==> src/rtl/ifetch_pkg.sv <==
package ifetch_pkg;
  localparam int unsigned INSN_BYTES = 2;
  localparam int unsigned INSN_W     = 16;

  function automatic int unsigned cnt_width(input int unsigned n);
    return (n < 2) ? 1 : $clog2(n + 1);
  endfunction

  function automatic int unsigned ptr_width(input int unsigned n);
    return (n < 2) ? 1 : $clog2(n);
  endfunction
endpackage

==> src/rtl/ifetch_addr_gen.sv <==
module ifetch_addr_gen
  import ifetch_pkg::*;
#(
  parameter int unsigned    ADDR_W     = 32,
  parameter logic [ADDR_W-1:0] RESET_ADDR = '0
) (
  input  logic              clk_i,
  input  logic              rst_ni,
  input  logic              can_issue_i,
  input  logic              wait_i,
  input  logic              redir_i,
  input  logic [ADDR_W-1:0] redir_addr_i,
  output logic [ADDR_W-1:0] addr_o,
  output logic              read_o,
  output logic              acc_o,
  output logic              stale_acc_o
);
  logic [ADDR_W-1:0] addr_q, tgt_q;
  logic              hold_stale_q;
  logic              stalled;

  assign read_o      = can_issue_i;
  assign addr_o      = addr_q;
  assign acc_o       = read_o & ~wait_i;
  assign stalled     = read_o & wait_i;
  assign stale_acc_o = acc_o & hold_stale_q;

  always_ff @(posedge clk_i or negedge rst_ni) begin
    if (!rst_ni) begin
      addr_q       <= RESET_ADDR;
      tgt_q        <= RESET_ADDR;
      hold_stale_q <= 1'b0;
    end else if (redir_i) begin
      if (stalled) begin
        // request must stay on the bus; remember where to go afterwards
        hold_stale_q <= 1'b1;
        tgt_q        <= redir_addr_i;
      end else begin
        hold_stale_q <= 1'b0;
        addr_q       <= redir_addr_i;
      end
    end else if (acc_o) begin
      if (hold_stale_q) begin
        addr_q       <= tgt_q;
        hold_stale_q <= 1'b0;
      end else begin
        addr_q <= addr_q + ADDR_W'(INSN_BYTES);
      end
    end
  end

  a_r3_hold_stalled: assert property (@(posedge clk_i) disable iff (!rst_ni)
    (read_o && wait_i) |=> (read_o && $stable(addr_o)));

  a_r2_seq_next: assert property (@(posedge clk_i) disable iff (!rst_ni)
    (acc_o && !redir_i && !hold_stale_q) |=> (addr_o == $past(addr_o) + ADDR_W'(INSN_BYTES)));

  a_r6_redir_target: assert property (@(posedge clk_i) disable iff (!rst_ni)
    (redir_i && !(read_o && wait_i)) |=> (addr_o == $past(redir_addr_i)));

  a_r9_held_then_target: assert property (@(posedge clk_i) disable iff (!rst_ni)
    (hold_stale_q && acc_o && !redir_i) |=> (addr_o == $past(tgt_q)));
endmodule

==> src/rtl/ifetch_credit.sv <==
module ifetch_credit
  import ifetch_pkg::*;
#(
  parameter int unsigned MAX_PENDING = 4,
  parameter int unsigned FIFO_DEPTH  = 4,
  localparam int unsigned CNT_W = cnt_width(MAX_PENDING),
  localparam int unsigned FC_W  = cnt_width(FIFO_DEPTH)
) (
  input  logic            clk_i,
  input  logic            rst_ni,
  input  logic            acc_i,
  input  logic            stale_acc_i,
  input  logic            beat_i,
  input  logic            redir_i,
  input  logic [FC_W-1:0] fifo_cnt_i,
  output logic            can_issue_o,
  output logic            push_o
);
  localparam int unsigned SUM_W = ((CNT_W > FC_W) ? CNT_W : FC_W) + 1;

  logic [CNT_W-1:0] pend_q, disc_q, pend_n, disc_n;
  logic [SUM_W-1:0] used;
  logic             drop;

  assign used        = SUM_W'(pend_q) + SUM_W'(fifo_cnt_i);
  assign can_issue_o = (pend_q < CNT_W'(MAX_PENDING)) && (used < SUM_W'(FIFO_DEPTH));
  assign drop        = beat_i & (redir_i | (disc_q != '0));
  assign push_o      = beat_i & ~drop;
  assign pend_n      = pend_q + CNT_W'(acc_i) - CNT_W'(beat_i);

  always_comb begin
    if (redir_i) begin
      // everything still outstanding after this edge is old-path
      disc_n = pend_n;
    end else begin
      disc_n = disc_q - CNT_W'(beat_i && (disc_q != '0)) + CNT_W'(stale_acc_i);
    end
  end

  always_ff @(posedge clk_i or negedge rst_ni) begin
    if (!rst_ni) begin
      pend_q <= '0;
      disc_q <= '0;
    end else begin
      pend_q <= pend_n;
      disc_q <= disc_n;
    end
  end

  a_r4_pend_bound: assert property (@(posedge clk_i) disable iff (!rst_ni)
    pend_q <= CNT_W'(MAX_PENDING));

  a_r7_disc_within_pend: assert property (@(posedge clk_i) disable iff (!rst_ni)
    disc_q <= pend_q);

  a_r7_redir_beat_dropped: assert property (@(posedge clk_i) disable iff (!rst_ni)
    (redir_i && beat_i) |-> !push_o);

  a_r8_room_for_issue: assert property (@(posedge clk_i) disable iff (!rst_ni)
    can_issue_o |-> (fifo_cnt_i < FC_W'(FIFO_DEPTH)));
endmodule

==> src/rtl/ifetch_fifo.sv <==
module ifetch_fifo
  import ifetch_pkg::*;
#(
  parameter int unsigned W     = 48,
  parameter int unsigned DEPTH = 4,
  localparam int unsigned FC_W  = cnt_width(DEPTH),
  localparam int unsigned PTR_W = ptr_width(DEPTH)
) (
  input  logic            clk_i,
  input  logic            rst_ni,
  input  logic            flush_i,
  input  logic            push_i,
  input  logic [W-1:0]    wdata_i,
  input  logic            pop_i,
  output logic [W-1:0]    rdata_o,
  output logic            valid_o,
  output logic [FC_W-1:0] cnt_o
);
  logic [W-1:0]     mem_q [DEPTH];
  logic [PTR_W-1:0] wr_q, rd_q;
  logic [FC_W-1:0]  cnt_q;
  logic             do_push, do_pop;

  function automatic logic [PTR_W-1:0] wrap_inc(input logic [PTR_W-1:0] p);
    return (p == PTR_W'(DEPTH - 1)) ? '0 : p + 1'b1;
  endfunction

  assign valid_o = (cnt_q != '0);
  assign rdata_o = mem_q[rd_q];
  assign cnt_o   = cnt_q;
  assign do_push = push_i & ~flush_i;
  assign do_pop  = pop_i & valid_o & ~flush_i;

  always_ff @(posedge clk_i or negedge rst_ni) begin
    if (!rst_ni) begin
      wr_q  <= '0;
      rd_q  <= '0;
      cnt_q <= '0;
    end else if (flush_i) begin
      wr_q  <= '0;
      rd_q  <= '0;
      cnt_q <= '0;
    end else begin
      if (do_push) wr_q <= wrap_inc(wr_q);
      if (do_pop)  rd_q <= wrap_inc(rd_q);
      cnt_q <= cnt_q + FC_W'(do_push) - FC_W'(do_pop);
    end
  end

  always_ff @(posedge clk_i) begin
    if (do_push) mem_q[wr_q] <= wdata_i;
  end

  a_r8_no_overflow: assert property (@(posedge clk_i) disable iff (!rst_ni)
    (push_i && !flush_i) |-> (cnt_q < FC_W'(DEPTH)));

  a_r5_hold_output: assert property (@(posedge clk_i) disable iff (!rst_ni)
    (valid_o && !pop_i && !flush_i) |=> (valid_o && $stable(rdata_o)));

  a_r6_flush_empties: assert property (@(posedge clk_i) disable iff (!rst_ni)
    flush_i |=> !valid_o);
endmodule

==> src/rtl/ifetch_master.sv <==
module ifetch_master
  import ifetch_pkg::*;
#(
  parameter int unsigned       ADDR_W       = 32,
  parameter int unsigned       MAX_PENDING  = 4,
  parameter int unsigned       FIFO_DEPTH   = 4,
  parameter logic [ADDR_W-1:0] RESET_BASE   = 32'h0000_0400,
  parameter logic [ADDR_W-1:0] RESET_OFFSET = 32'h0000_0020
) (
  input  logic              clk_i,
  input  logic              rst_ni,
  output logic [ADDR_W-1:0] bus_addr_o,
  output logic              bus_read_o,
  input  logic              bus_wait_i,
  input  logic [15:0]       bus_rdata_i,
  input  logic              bus_rvalid_i,
  input  logic              redir_i,
  input  logic [ADDR_W-1:0] redir_addr_i,
  output logic [15:0]       insn_o,
  output logic [ADDR_W-1:0] insn_addr_o,
  output logic              insn_valid_o,
  input  logic              insn_ready_i
);
  localparam logic [ADDR_W-1:0] RESET_ADDR = RESET_BASE + RESET_OFFSET;
  localparam int unsigned       ENT_W      = ADDR_W + INSN_W;
  localparam int unsigned       FC_W       = cnt_width(FIFO_DEPTH);

  generate
    if (FIFO_DEPTH < MAX_PENDING) begin : g_bad_cfg
      $error("FIFO_DEPTH must be at least MAX_PENDING");
    end
  endgenerate

  logic              can_issue, acc, stale_acc, push, pop;
  logic [FC_W-1:0]   fifo_cnt;
  logic [ENT_W-1:0]  head;
  logic [ADDR_W-1:0] ret_pc_q;

  ifetch_addr_gen #(
    .ADDR_W     (ADDR_W),
    .RESET_ADDR (RESET_ADDR)
  ) u_addr (
    .clk_i        (clk_i),
    .rst_ni       (rst_ni),
    .can_issue_i  (can_issue),
    .wait_i       (bus_wait_i),
    .redir_i      (redir_i),
    .redir_addr_i (redir_addr_i),
    .addr_o       (bus_addr_o),
    .read_o       (bus_read_o),
    .acc_o        (acc),
    .stale_acc_o  (stale_acc)
  );

  ifetch_credit #(
    .MAX_PENDING (MAX_PENDING),
    .FIFO_DEPTH  (FIFO_DEPTH)
  ) u_credit (
    .clk_i       (clk_i),
    .rst_ni      (rst_ni),
    .acc_i       (acc),
    .stale_acc_i (stale_acc),
    .beat_i      (bus_rvalid_i),
    .redir_i     (redir_i),
    .fifo_cnt_i  (fifo_cnt),
    .can_issue_o (can_issue),
    .push_o      (push)
  );

  // address of the next word that will be kept
  always_ff @(posedge clk_i or negedge rst_ni) begin
    if (!rst_ni)      ret_pc_q <= RESET_ADDR;
    else if (redir_i) ret_pc_q <= redir_addr_i;
    else if (push)    ret_pc_q <= ret_pc_q + ADDR_W'(INSN_BYTES);
  end

  assign pop = insn_valid_o & insn_ready_i;

  ifetch_fifo #(
    .W     (ENT_W),
    .DEPTH (FIFO_DEPTH)
  ) u_fifo (
    .clk_i   (clk_i),
    .rst_ni  (rst_ni),
    .flush_i (redir_i),
    .push_i  (push),
    .wdata_i ({ret_pc_q, bus_rdata_i}),
    .pop_i   (pop),
    .rdata_o (head),
    .valid_o (insn_valid_o),
    .cnt_o   (fifo_cnt)
  );

  assign insn_o      = head[INSN_W-1:0];
  assign insn_addr_o = head[ENT_W-1:INSN_W];

  a_r1_reset_state: assert property (@(posedge clk_i) disable iff (!rst_ni)
    $rose(rst_ni) |-> (!insn_valid_o));

  a_r5_order: assert property (@(posedge clk_i) disable iff (!rst_ni)
    (pop && !redir_i && $past(insn_valid_o && insn_ready_i && !redir_i)) |->
      (insn_addr_o == $past(insn_addr_o) + ADDR_W'(INSN_BYTES)) || $past(push) || !$past(insn_valid_o));
endmodule

==> config.mk <==
export PLATFORM = sky130hd
export DESIGN_NAME = ifetch_master
export DESIGN_NICKNAME = d
export VERILOG_FILES = /design/src/rtl/ifetch_pkg.sv /design/src/rtl/ifetch_addr_gen.sv /design/src/rtl/ifetch_credit.sv /design/src/rtl/ifetch_fifo.sv /design/src/rtl/ifetch_master.sv
export SDC_FILE = /design/constraint.sdc
export NUM_CORES = 1
export LEC_CHECK = 0
export BUFFER_PORTS_ARGS = -buffer_cell sky130_fd_sc_hd__buf_4
export CORE_AREA = 2 2 196 159
export DETAILED_ROUTE_END_ITERATION = 7
export DIE_AREA = 0 0 198 161
export PLACE_DENSITY = 0.63
export RECOVER_POWER = 25
export SLEW_MARGIN = 25
export SYNTH_ARGS = -nofsm -noshare
export SYNTH_HDL_FRONTEND = slang
export SYNTH_HIERARCHICAL = 1
export SYNTH_SLANG_ARGS = --single-unit
==> constraint.sdc <==
create_clock -name clk_i -period 2.9 [get_ports clk_i]
set_input_delay 0.58 -clock clk_i [delete_from_list [all_inputs] [get_ports clk_i]]
set_output_delay 0.58 -clock clk_i [all_outputs]
set_load 0.02 [all_outputs]
==> impl_metrics.tcl <==
set metrics [dict create \
    status "finished, violations left" \
    violations "negative hold slack, max-capacitance violations, max-slew violations" \
    rsz0062_at_grt "no" \
    io_pins 136 \
    dp.cells 1421 \
    synth-seq-cells 302 \
    holdBufCountCts 0 \
    grt_pass1_vias 7996 \
    dpl-instance-area_um2 14940 \
    design.core.area_um2 30030 \
    wire_per_inst_um 20.10 \
    vias 8070 \
    stdcell_count 1479 \
    rr_startpoint "u_credit/pend_q[2]$_DFF_PN0_" \
    gr-usage-all-layers_pct 19.08 \
    ys_seq_area_share_pct 64.17 \
    clockRootBuffer "clkbuf_16" \
    slew_headroom_pct -27.80 \
    cts_buffers 30 \
    viasPerCell 5.456 \
    syn_area_um2 13290 \
    grt_first_pass_wirelength_um 46970 \
    path_clk_slew_ns 0.06 \
    slew_viol_final 42 \
    rows 57 \
    finalCriticalPeriod_ns 2.806 \
    synth.avg_cell_area_um2 14.99 \
    dp_slack_ns 0.09086 \
    hold_path_class "in2async" \
    synth_cell_types 69 \
    cts_sinks 302 \
    synthFlopType "edfxtp_1" \
    crit_path_end_kind "output pin" \
    regToRegSetupSlack_ns 0.12 \
    dieArea_um2 31880 \
    synth_compound_area_share_pct 6.357 \
    maxCapViolations 1 \
    syn_inst 886 \
    die_width_um 198 \
    initial_core_util_pct 44.25 \
    synth_top_family_by_area "multiplexers" \
    fin_setup_tns_ns 0 \
    synthArstFlopShare_pct 36.42 \
    route.detailed.drc 0 \
    synth_enable_flop_cells 192 \
    port_buffers 135 \
    timing.final.ws_setup_ns 0.09377 \
    drive_above_1_share_pct 29.46 \
    finalSetupViolCount 0 \
    fin_area_um2 15890 \
    area_growth_pct 19.59 \
    synthMuxAreaShare_pct 12.05 \
    diodes 0 \
    dp_hpwl_um 20050 \
    hold_viol_final 2 \
    r2r_end "u_credit/disc_q[2]$_DFF_PN0_" \
    finalCritPeriodShare_pct 96.77 \
    synth-adder-area-share_pct 1.771 \
    power.leakage_nw 5.860 \
    clkLatencyLatePin_ns 0.57 \
    peakVddDrop_mv 0.5329 \
    finalNetCount 1113 \
    synth-simple-area-share_pct 9.258 \
    antenna_found_initial 0 \
    synth_xor_area_share_pct 3.475 \
    clock_skew_ns 0.01516 \
    firstDrtPassIters 5 \
    htree_levels 1 \
    finalPower_mw 12.26 \
    power_density_nw_per_um2 771.8 \
    yosys_warnings 6 \
    ant_nets 0 \
    die_y_um 161 \
    gr-total-overflow 0 \
    syn_nets 957 \
    reg2regPathDepth 9 \
    worstPathArrival_ns 2.23 \
    criticalPathCategory "reg2out" \
    cts_tree "done" \
    path_max_fanout 3 \
    startpoint_type "flip-flop" \
    wl_um 29730 \
    hold_ws_ns -0.01266 \
    clockBufferDepth 3 \
    gp_congestion 0.8232 \
    tightest_slew_ns 1.917 \
    fmax_mhz 356.4 \
    cp.required_ns 2.32 \
    drtIter0Drc 601 \
    grt_max_degree 88 \
]
-- through the flow --
| stage | util [%] | hold WS (ns) |
|---|---|---|
| after floorplan | - | 0.2844 |
| after global placement | 49.75 | 0.4634 |
| after detailed placement | 49.75 | 0.4735 |
| after CTS | 53.07 | 0.01516 |
| after global routing | 52.91 | 0.02973 |
| final | 52.91 | -0.01266 |
-- cell usage in the layout, fill, tap and decap left out, types with 24 or more instances in the layout --
master	Yosys	final
nor2_1	34	34
mux2_2	38	38
a21oi_1	25	25
buf_4	2	140
o21ai_0	53	52
inv_1	24	24
nand2_1	66	66
dfrtp_1	104	102
edfxtp_1	192	192
clkbuf_16	0	30
mux4_2	48	48
-- sequential cells by signal, summed over array words and instances (netlist names), 3 cells and up --
signal,cells
u_fifo/cnt_o,3
u_addr/addr_o,32
ret_pc_q,32
u_credit/disc_q,3
u_fifo/mem_q,192
u_credit/pend_q,3
u_addr/tgt_q,32
-- cells by family after synthesis --
| group | after synthesis |
|---|---|
| flip-flops | 302 |
| AND/OR/NAND/NOR | 221 |
| XOR/XNOR | 48 |
| adder cells (fa/ha/maj) | 17 |
| multiplexers | 95 |
| buffers and inverters | 69 |
| AO/OA/AOI/OAI | 134 |
-- cell usage after synthesis (3+ instances only) --
cell type	number	share of area (%)
a211o_1	4	0.26
a21o_1	3	0.17
a21oi_1	25	0.94
a221oi_1	9	0.59
a31oi_1	4	0.19
and2_1	11	0.52
and3_1	16	0.75
and4_1	6	0.40
buf_12	4	0.60
buf_2	11	0.41
buf_6	3	0.25
clkbuf_1	21	0.59
dfrtp_1	104	20
dfstp_2	6	1.2
edfxtp_1	192	43
fa_1	3	0.45
ha_1	14	1.3
inv_1	24	0.68
mux2_2	38	3.2
mux2i_1	8	0.60
mux4_2	48	8.1
nand2_1	66	1.9
nand2b_1	4	0.19
nand3_1	19	0.72
nand4_1	18	0.85
nand4_4	3	0.48
nor2_1	34	0.96
nor2b_1	7	0.33
nor3_1	8	0.30
nor4_1	8	0.38
nor4_2	3	0.28
o21ai_0	53	2.0
o221ai_1	5	0.33
o22ai_1	6	0.28
o31ai_1	3	0.17
or3_1	5	0.24
xnor2_1	23	1.5
xnor3_1	3	0.51
xor2_1	22	1.5
-- area by class of cell --
class	instances	area, µm²
fill	2509	14140
clock inverter	14	140.1
inverter	24	90.09
sequential	302	8531
tap	413	516.7
clock buffer	42	855.8
multi-input combinational	515	4407
timing repair buffer	169	1348
-- worst max path at each step --
stage	endpoint	slack, ns	start
floorplan	u_credit/disc_q[2]$_DFF_PN0_	0.03	u_fifo/cnt_o[2]$_DFF_PN0_
CTS	bus_read_o	0.06	u_credit/pend_q[2]$_DFF_PN0_
global placement	u_credit/disc_q[2]$_DFF_PN0_	0.16	u_credit/pend_q[2]$_DFF_PN0_
detailed placement	u_credit/disc_q[2]$_DFF_PN0_	0.09	u_credit/pend_q[2]$_DFF_PN0_
finish	bus_read_o	0.09	u_credit/pend_q[2]$_DFF_PN0_
global route	bus_read_o	0.02	u_credit/pend_q[2]$_DFF_PN0_
-- power by group --
group	switching, mW	total (mW)	internal, mW	leakage (nW)
clock	1.61	3.84	2.23	0.485
sequential	0.631	5.83	5.20	3.06
combinational	1.35	2.59	1.25	2.32
total	3.58	12.3	8.68	5.86
-- per-layer routing --
metal	up-vias	GRT usage (%)	share of wire, %
li1	3712	-	-
met1	4080	29.68	48
met2	250	28.73	45
met3	28	3.153	5.7
met4	0	3.247	1.3
met5	-	0	0
-- worst max-delay path, cell delays in order, from the launching register on --
cell and delay (ns):
dfrtp_1 0.40, ha_1 0.29, or4_4 0.48, a31oi_2 0.20
buf_4 0.16, buf_4 0.14
-- timing repair --
item                       4_1_cts  5_1_grt
resized for setup                0        3
setup endpoints to repair        0        2
setup buffers                    0        2
hold endpoints to repair         0        0
Note: power is estimated with default switching activity, not from simulation.
